### src/rtl/blkrx_pkg.sv
package blkrx_pkg;

  localparam int unsigned BYTE_W = 8;
  localparam int unsigned NIB_W  = BYTE_W / 2;

  typedef enum logic [2:0] {
    ST_HUNT  = 3'd0,
    ST_CTRL  = 3'd1,
    ST_LEN   = 3'd2,
    ST_BODY  = 3'd3,
    ST_CHECK = 3'd4
  } rx_state_e;

  typedef enum logic [1:0] {
    FK_INFO   = 2'd0,
    FK_REJECT = 2'd1,
    FK_RESET  = 2'd2,
    FK_OTHER  = 2'd3
  } frm_kind_e;

  localparam logic [BYTE_W-1:0] RESET_CODE = 8'hEF;

endpackage

### src/rtl/blkrx_bit_order.sv
module blkrx_bit_order #(
  parameter int unsigned W = 8
) (
  input  logic         inv,
  input  logic [W-1:0] d,
  output logic [W-1:0] q
);
  for (genvar i = 0; i < W; i++) begin : g_bit
    assign q[i] = inv ? d[W-1-i] : d[i];
  end
endmodule

### src/rtl/blkrx_ctrl_decode.sv
module blkrx_ctrl_decode
  import blkrx_pkg::*;
(
  input  logic [BYTE_W-1:0] ctrl,
  output logic [1:0]        kind,
  output logic [2:0]        ns,
  output logic [2:0]        nr
);
  always_comb begin
    kind = FK_OTHER;
    ns   = 3'd0;
    nr   = 3'd0;
    if ((ctrl & 8'h11) == 8'h00) begin
      kind = FK_INFO;
      ns   = ctrl[3:1];
      nr   = ctrl[7:5];
    end else if ((ctrl & 8'h1F) == 8'h09) begin
      kind = FK_REJECT;
      nr   = ctrl[7:5];
    end else if (ctrl == RESET_CODE) begin
      kind = FK_RESET;
    end
  end
endmodule

### src/rtl/blkrx_payload_buf.sv
module blkrx_payload_buf #(
  parameter int unsigned W  = 8,
  parameter int unsigned AW = 8
) (
  input  logic          clk,
  input  logic          wr_en,
  input  logic [AW-1:0] wr_addr,
  input  logic [W-1:0]  wr_data,
  input  logic [AW-1:0] rd_addr,
  output logic [W-1:0]  rd_data
);
  localparam int unsigned DEPTH = 1 << AW;

  logic [W-1:0] mem_q [DEPTH];

  always_ff @(posedge clk) begin
    if (wr_en) begin
      mem_q[wr_addr] <= wr_data;
    end
  end

  assign rd_data = mem_q[rd_addr];
endmodule

### src/rtl/blkrx_frame_fsm.sv
module blkrx_frame_fsm
  import blkrx_pkg::*;
(
  input  logic              clk,
  input  logic              rst_n,
  input  logic              byte_vld,
  input  logic [BYTE_W-1:0] byte_d,
  input  logic              timeout,
  output rx_state_e         state,
  output logic              wr_en,
  output logic [BYTE_W-1:0] wr_addr,
  output logic [BYTE_W-1:0] wr_data,
  output logic              frm_valid,
  output logic              chk_err,
  output logic [NIB_W-1:0]  frm_src,
  output logic [NIB_W-1:0]  frm_dst,
  output logic [1:0]        frm_type,
  output logic [2:0]        frm_ns,
  output logic [2:0]        frm_nr,
  output logic [BYTE_W-1:0] frm_len
);
  localparam logic [NIB_W-1:0]  NIB_ONE  = NIB_W'(1);
  localparam logic [BYTE_W-1:0] LEN_ONE  = BYTE_W'(1);
  localparam logic [BYTE_W-1:0] LEN_ZERO = '0;

  rx_state_e         st_q, st_d;
  logic [BYTE_W-1:0] addr_q, addr_d;
  logic [BYTE_W-1:0] ctrl_q, ctrl_d;
  logic [BYTE_W-1:0] len_q, len_d;
  logic [BYTE_W-1:0] cnt_q, cnt_d;
  logic [BYTE_W-1:0] xor_q, xor_d;
  logic              done_ok, done_bad;
  logic              step_en;
  logic              addr_ok;

  logic [1:0] dec_kind;
  logic [2:0] dec_ns, dec_nr;

  blkrx_ctrl_decode u_dec (
    .ctrl (ctrl_q),
    .kind (dec_kind),
    .ns   (dec_ns),
    .nr   (dec_nr)
  );

  assign addr_ok = (byte_d[BYTE_W-1:NIB_W] == NIB_ONE) || (byte_d[NIB_W-1:0] == NIB_ONE);
  assign step_en = byte_vld | timeout;

  // next-state logic
  always_comb begin
    st_d     = st_q;
    addr_d   = addr_q;
    ctrl_d   = ctrl_q;
    len_d    = len_q;
    cnt_d    = cnt_q;
    xor_d    = xor_q;
    wr_en    = 1'b0;
    done_ok  = 1'b0;
    done_bad = 1'b0;
    if (timeout) begin
      st_d = ST_HUNT;
    end else if (byte_vld) begin
      case (st_q)
        ST_HUNT: begin
          if (addr_ok) begin
            st_d   = ST_CTRL;
            addr_d = byte_d;
            xor_d  = byte_d;
          end
        end
        ST_CTRL: begin
          ctrl_d = byte_d;
          xor_d  = xor_q ^ byte_d;
          st_d   = ST_LEN;
        end
        ST_LEN: begin
          len_d = byte_d;
          cnt_d = '0;
          xor_d = xor_q ^ byte_d;
          st_d  = (byte_d == LEN_ZERO) ? ST_CHECK : ST_BODY;
        end
        ST_BODY: begin
          wr_en = 1'b1;
          cnt_d = cnt_q + LEN_ONE;
          xor_d = xor_q ^ byte_d;
          if (cnt_q == len_q - LEN_ONE) begin
            st_d = ST_CHECK;
          end
        end
        ST_CHECK: begin
          st_d = ST_HUNT;
          if ((xor_q ^ byte_d) == '0) begin
            done_ok = 1'b1;
          end else begin
            done_bad = 1'b1;
          end
        end
        default: st_d = ST_HUNT;
      endcase
    end
  end

  assign wr_addr = cnt_q;
  assign wr_data = byte_d;
  assign state   = st_q;

  // parser registers
  always_ff @(posedge clk or negedge rst_n) begin
    if (!rst_n) begin
      st_q   <= ST_HUNT;
      addr_q <= '0;
      ctrl_q <= '0;
      len_q  <= '0;
      cnt_q  <= '0;
      xor_q  <= '0;
    end else if (step_en) begin
      st_q   <= st_d;
      addr_q <= addr_d;
      ctrl_q <= ctrl_d;
      len_q  <= len_d;
      cnt_q  <= cnt_d;
      xor_q  <= xor_d;
    end
  end

  // strobes
  always_ff @(posedge clk or negedge rst_n) begin
    if (!rst_n) begin
      frm_valid <= 1'b0;
      chk_err   <= 1'b0;
    end else begin
      frm_valid <= done_ok;
      chk_err   <= done_bad;
    end
  end

  // frame fields, loaded only on a good block
  always_ff @(posedge clk or negedge rst_n) begin
    if (!rst_n) begin
      frm_src  <= '0;
      frm_dst  <= '0;
      frm_type <= '0;
      frm_ns   <= '0;
      frm_nr   <= '0;
      frm_len  <= '0;
    end else if (done_ok) begin
      frm_src  <= addr_q[BYTE_W-1:NIB_W];
      frm_dst  <= addr_q[NIB_W-1:0];
      frm_type <= dec_kind;
      frm_ns   <= dec_ns;
      frm_nr   <= dec_nr;
      frm_len  <= len_q;
    end
  end
endmodule

### src/rtl/blk_frame_rx.sv
module blk_frame_rx
  import blkrx_pkg::*;
(
  input  logic       clk,
  input  logic       rst_n,
  input  logic       byte_valid,
  input  logic [7:0] byte_in,
  input  logic       inv_order,
  input  logic       timeout,
  input  logic [7:0] rd_addr,
  output logic [7:0] rd_data,
  output logic       frm_valid,
  output logic       chk_err,
  output logic [3:0] frm_src,
  output logic [3:0] frm_dst,
  output logic [1:0] frm_type,
  output logic [2:0] frm_ns,
  output logic [2:0] frm_nr,
  output logic [7:0] frm_len
);
  logic [BYTE_W-1:0] byte_ord;
  rx_state_e         cur_state;
  logic              buf_we;
  logic [BYTE_W-1:0] buf_wa;
  logic [BYTE_W-1:0] buf_wd;

  blkrx_bit_order #(.W(BYTE_W)) u_ord (
    .inv (inv_order),
    .d   (byte_in),
    .q   (byte_ord)
  );

  blkrx_frame_fsm u_fsm (
    .clk       (clk),
    .rst_n     (rst_n),
    .byte_vld  (byte_valid),
    .byte_d    (byte_ord),
    .timeout   (timeout),
    .state     (cur_state),
    .wr_en     (buf_we),
    .wr_addr   (buf_wa),
    .wr_data   (buf_wd),
    .frm_valid (frm_valid),
    .chk_err   (chk_err),
    .frm_src   (frm_src),
    .frm_dst   (frm_dst),
    .frm_type  (frm_type),
    .frm_ns    (frm_ns),
    .frm_nr    (frm_nr),
    .frm_len   (frm_len)
  );

  blkrx_payload_buf #(.W(BYTE_W), .AW(BYTE_W)) u_buf (
    .clk     (clk),
    .wr_en   (buf_we),
    .wr_addr (buf_wa),
    .wr_data (buf_wd),
    .rd_addr (rd_addr),
    .rd_data (rd_data)
  );
endmodule

### config.mk
export PLATFORM = sky130hd
export DESIGN_NAME = blk_frame_rx
export DESIGN_NICKNAME = d
export VERILOG_FILES = /design/src/rtl/blkrx_pkg.sv /design/src/rtl/blkrx_bit_order.sv /design/src/rtl/blkrx_ctrl_decode.sv /design/src/rtl/blkrx_payload_buf.sv /design/src/rtl/blkrx_frame_fsm.sv /design/src/rtl/blk_frame_rx.sv
export SDC_FILE = /design/constraint.sdc
export NUM_CORES = 2
export LEC_CHECK = 0
export BUFFER_PORTS_ARGS = -buffer_cell sky130_fd_sc_hd__buf_2
export CORE_ASPECT_RATIO = 2
export CORE_MARGIN = 1
export CORE_UTILIZATION = 50
export DETAILED_ROUTE_END_ITERATION = 8
export PLACE_DENSITY = 0.65
export SYNTH_ARGS = -nofsm -noshare
export SYNTH_HDL_FRONTEND = slang
export SYNTH_SLANG_ARGS = --single-unit
### constraint.sdc
create_clock -name clk -period 3.67 [get_ports clk]
set_input_delay 0.5505 -clock clk [delete_from_list [all_inputs] [get_ports clk]]
set_output_delay 0.5505 -clock clk [all_outputs]
set_load 0.02 [all_outputs]
==> flow_summary.json <==
{
  "outcome": "finished with violations",
  "violations": "setup timing",
  "grtUsageTotal_pct": 26.42,
  "dr.pass1.iters": 8,
  "gp_congestion": 0.9088,
  "final_cell_mix": "edfxtp_1 (2048), buf_4 (650), mux4_2 (412)",
  "design.die.area_sq_mm": 0.1676,
  "power_frac_comb_pct": 8.1,
  "endpoint_kind": "primary output",
  "place_area_sq_mm": 0.09088,
  "finalSetupViolations": 6,
  "startpoint_type": "input port",
  "final_nets": 4944,
  "grt_pass1_wl_um": 316900,
  "hold_class": "in2reg",
  "drive_above_1_share_pct": 32.15,
  "skew_ns": 0.04170,
  "slew_viol_final": 0,
  "worst_pin_slew_ns": 1.094,
  "path_clk_slew_ns": 0.07,
  "fin_total_pwr_mw": 49.37,
  "holdWs_ns": 0.06977,
  "internal_power_mw": 38.23,
  "pre_cts_ws_ns": -1.101,
  "vias": 44240,
  "final_antenna_net_count": 0,
  "ios": 55,
  "yosys_register_bits": 2117,
  "fin_crit_ns": 3.850,
  "tritoncts": "yes",
  "fmax_mhz": 259.7,
  "vdd_drop_max_v": 0.0005037,
  "worstReg2RegEnd": "u_buf.mem_q[80][6]",
  "cts_buffers": 176,
  "setup_ws_ns": -0.1799,
  "layout_commonest_cell": "edfxtp_1",
  "wl_um": 221200,
  "finalSetupTns_ns": -0.3630,
  "power.density_mw_per_mm2": 505.5,
  "grt_setup_unrepaired": "true",
  "r2r_slack_ns": 0.58,
  "hold-path-endpoint": "u_fsm.chk_err",
  "dpl.hpwl_um": 148000,
  "cp_data_required_time_ns": 3.12,
  "ctsRootBufferMaster": "clkbuf_16",
  "htree_levels": 4,
  "grt_pass1_vias": 45810,
  "syn_to_final_growth_pct": 17.80,
  "synthDistinctLibCells": 68,
  "dp.cells": 6861,
  "cts.sinks": 2117,
  "synth.avg_cell_area_sq_um": 19.68,
  "start_util_pct": 50.25,
  "die_x_um": 289.9,
  "ys_seq_area_share_pct": 76.26,
  "cts.path.max_buffers": 4,
  "grt_max_degree": 209,
  "fin_area_sq_mm": 0.09766,
  "maxCapViolCount": 0,
  "synthArstFlopShare_pct": 3.259,
  "p_clk_share_pct": 37.0,
  "criticalPathCategory": "in2out",
  "synth_flop_cell": "edfxtp_1",
  "hold_depth": 3,
  "p_sw_share_pct": 22.56,
  "drcViolationCount": 0,
  "p_sw_mw": 11.14,
  "reg2reg_depth": 7,
  "pwr-share-seq_pct": 54.9,
  "first_iter_violations": 4391,
  "fin_util_pct": 59.19,
  "synthCells": 4213,
  "rows": 211,
  "syn-cell-area_sq_mm": 0.08291,
  "period_share_pct": 104.9,
  "core_region_area_sq_mm": 0.1650,
  "hp-start": "byte_valid",
  "p_leak_nw": 32.25,
  "crit_arrival_ns": 3.30,
  "die_h_um": 577.9,
  "synth_edf_count": 2048,
  "syn_nets": 4239,
  "routed_via_density": 6.161,
  "yosysWarnings": 0,
  "globalRouteOverflowTotal": 0,
  "grt_antenna_before_repair": 3,
  "insertion_delay_ns": 0.82,
  "drt-wirelength-per-cell_um": 30.81,
  "io_buffers": 54,
  "final_cells": 7180,
  "final_hold_viol_count": 0,
  "max_slew_margin_pct": 26.80,
  "crit-reg2reg-launch": "u_fsm.wr_addr[0]",
  "path_max_fanout": 9
}
-- flip-flops by register name, indices dropped and copies added (netlist names) --
register / count
u_fsm.xor_q: 8
u_fsm.frm_nr: 3
u_fsm.frm_ns: 3
u_fsm.frm_len: 8
u_fsm.frm_valid: 1
u_fsm.ctrl_q: 8
u_fsm.frm_type: 2
u_fsm.addr_q: 8
u_fsm.frm_src: 4
u_fsm.frm_dst: 4
u_fsm.wr_addr: 8
u_fsm.len_q: 8
u_fsm.state: 3
u_fsm.chk_err: 1
u_buf.mem_q: 2048
-- power by group through the flow --
stage	Sequential (mW)	Combinational, mW	Clock, mW
after floorplan	27.6	2.06	0
after global placement	27.6	3.70	0
after detailed placement	27.6	3.78	0
after CTS	27.1	3.99	18.5
after global routing	27.1	4.23	19.3
final	27.1	4.01	18.3
-- critical path, cell delays in order --
cell	delay, ns
buf_16	0.18
bufbuf_16	0.29
buf_4	0.13
mux4_2	0.57
a2111oi_4	0.36
buf_4	0.17
nor3_4	0.06
nor4_4	0.51
buf_4	0.22
a211oi_4	0.06
buf_6	0.16
-- kinds of logic (layout without fill, tap and decap cells) --
kind of cell | after synthesis | count (layout) | synth area share [%]
compound gates | 500 | 500 | 4.158
xor+xnor | 18 | 18 | 0.1901
fa+ha+maj | 5 | 5 | 0.07545
buf+inv | 288 | 1123 | 1.791
flops | 2117 | 2117 | 76.26
mux | 638 | 638 | 14.05
other cells | 0 | 2 | 0
simple gates | 647 | 647 | 3.474
-- synthesized netlist by cell type, types with 4 or more instances --
| cell | count | area [sq um] |
|---|---|---|
| nand4_1 | 15 | 93.84 |
| or2_2 | 9 | 56.30 |
| mux2i_1 | 199 | 1992 |
| nand2b_1 | 16 | 100.1 |
| o31ai_1 | 4 | 30.03 |
| clkbuf_1 | 120 | 450.4 |
| nor3_1 | 27 | 135.1 |
| ha_1 | 5 | 62.56 |
| mux4_2 | 412 | 9279 |
| a21oi_1 | 122 | 610.6 |
| a2111oi_0 | 23 | 201.4 |
| nand3_1 | 62 | 310.3 |
| inv_1 | 27 | 101.4 |
| buf_1 | 12 | 45.04 |
| o41ai_1 | 6 | 52.55 |
| buf_4 | 37 | 277.8 |
| xor2_1 | 10 | 87.58 |
| a211oi_1 | 41 | 307.8 |
| o221ai_1 | 42 | 367.9 |
| o21ai_0 | 39 | 195.2 |
| o2111ai_1 | 7 | 61.31 |
| o22ai_1 | 50 | 312.8 |
| a211o_1 | 7 | 61.31 |
| nor2b_1 | 35 | 219.0 |
| mux2_4 | 11 | 165.2 |
| and2_1 | 5 | 31.28 |
| nor4_1 | 14 | 87.58 |
| buf_2 | 70 | 350.3 |
| or3_1 | 5 | 31.28 |
| mux2_2 | 12 | 135.1 |
| a22o_1 | 13 | 113.9 |
| edfxtp_1 | 2048 | 61500 |
| nand2_1 | 97 | 364.1 |
| dfrtp_1 | 69 | 1727 |
| nor2_1 | 343 | 1287 |
| buf_6 | 20 | 225.2 |
| a221oi_1 | 11 | 96.34 |
| xnor2_1 | 8 | 70.07 |
| a22oi_1 | 115 | 863.3 |
-- repair_timing --
item                       CTS  global route
pin swaps                   37            26
hold buffers                 2             0
setup endpoints to repair    8             8
buffers inserted            14             0
cloned                       3             1
resized for setup          181            49
hold endpoints to repair    38             0
-- cell type report --
| class | count | area (sq um) |
|---|---|---|
| antenna | 2 | 5.005 |
| clock buffer | 202 | 4608 |
| clock inverter | 106 | 819.5 |
| fill | 11770 | 67340 |
| inverter | 27 | 142.6 |
| multi-input combinational | 1808 | 19270 |
| sequential | 2117 | 63230 |
| tap | 2130 | 2665 |
| timing repair buffer | 788 | 6927 |
-- metal layers --
metal	vias up	track usage (%)	part of all wire, %
li1	18640	-	-
met1	23270	29.96	34
met2	1819	48.84	54
met3	505	2.871	5.5
met4	2	14.21	6.2
met5	-	0	0.0050
-- worst max path at each step --
stage,start,to,slack (ns),cells after the start
final,rd_addr[0],rd_data[2],-0.18,11
after global routing,u_buf.mem_q[203][2],rd_data[2],-0.17,8
after CTS,u_buf.mem_q[89][6],rd_data[6],-0.17,10
after detailed placement,rd_addr[0],rd_data[2],-1.10,12
after global placement,rd_addr[1],rd_data[2],-1.12,13
after floorplan,inv_order,u_buf.mem_q[0][3],-0.77,3
No activity file was read; power rests on OpenSTA's default activity.
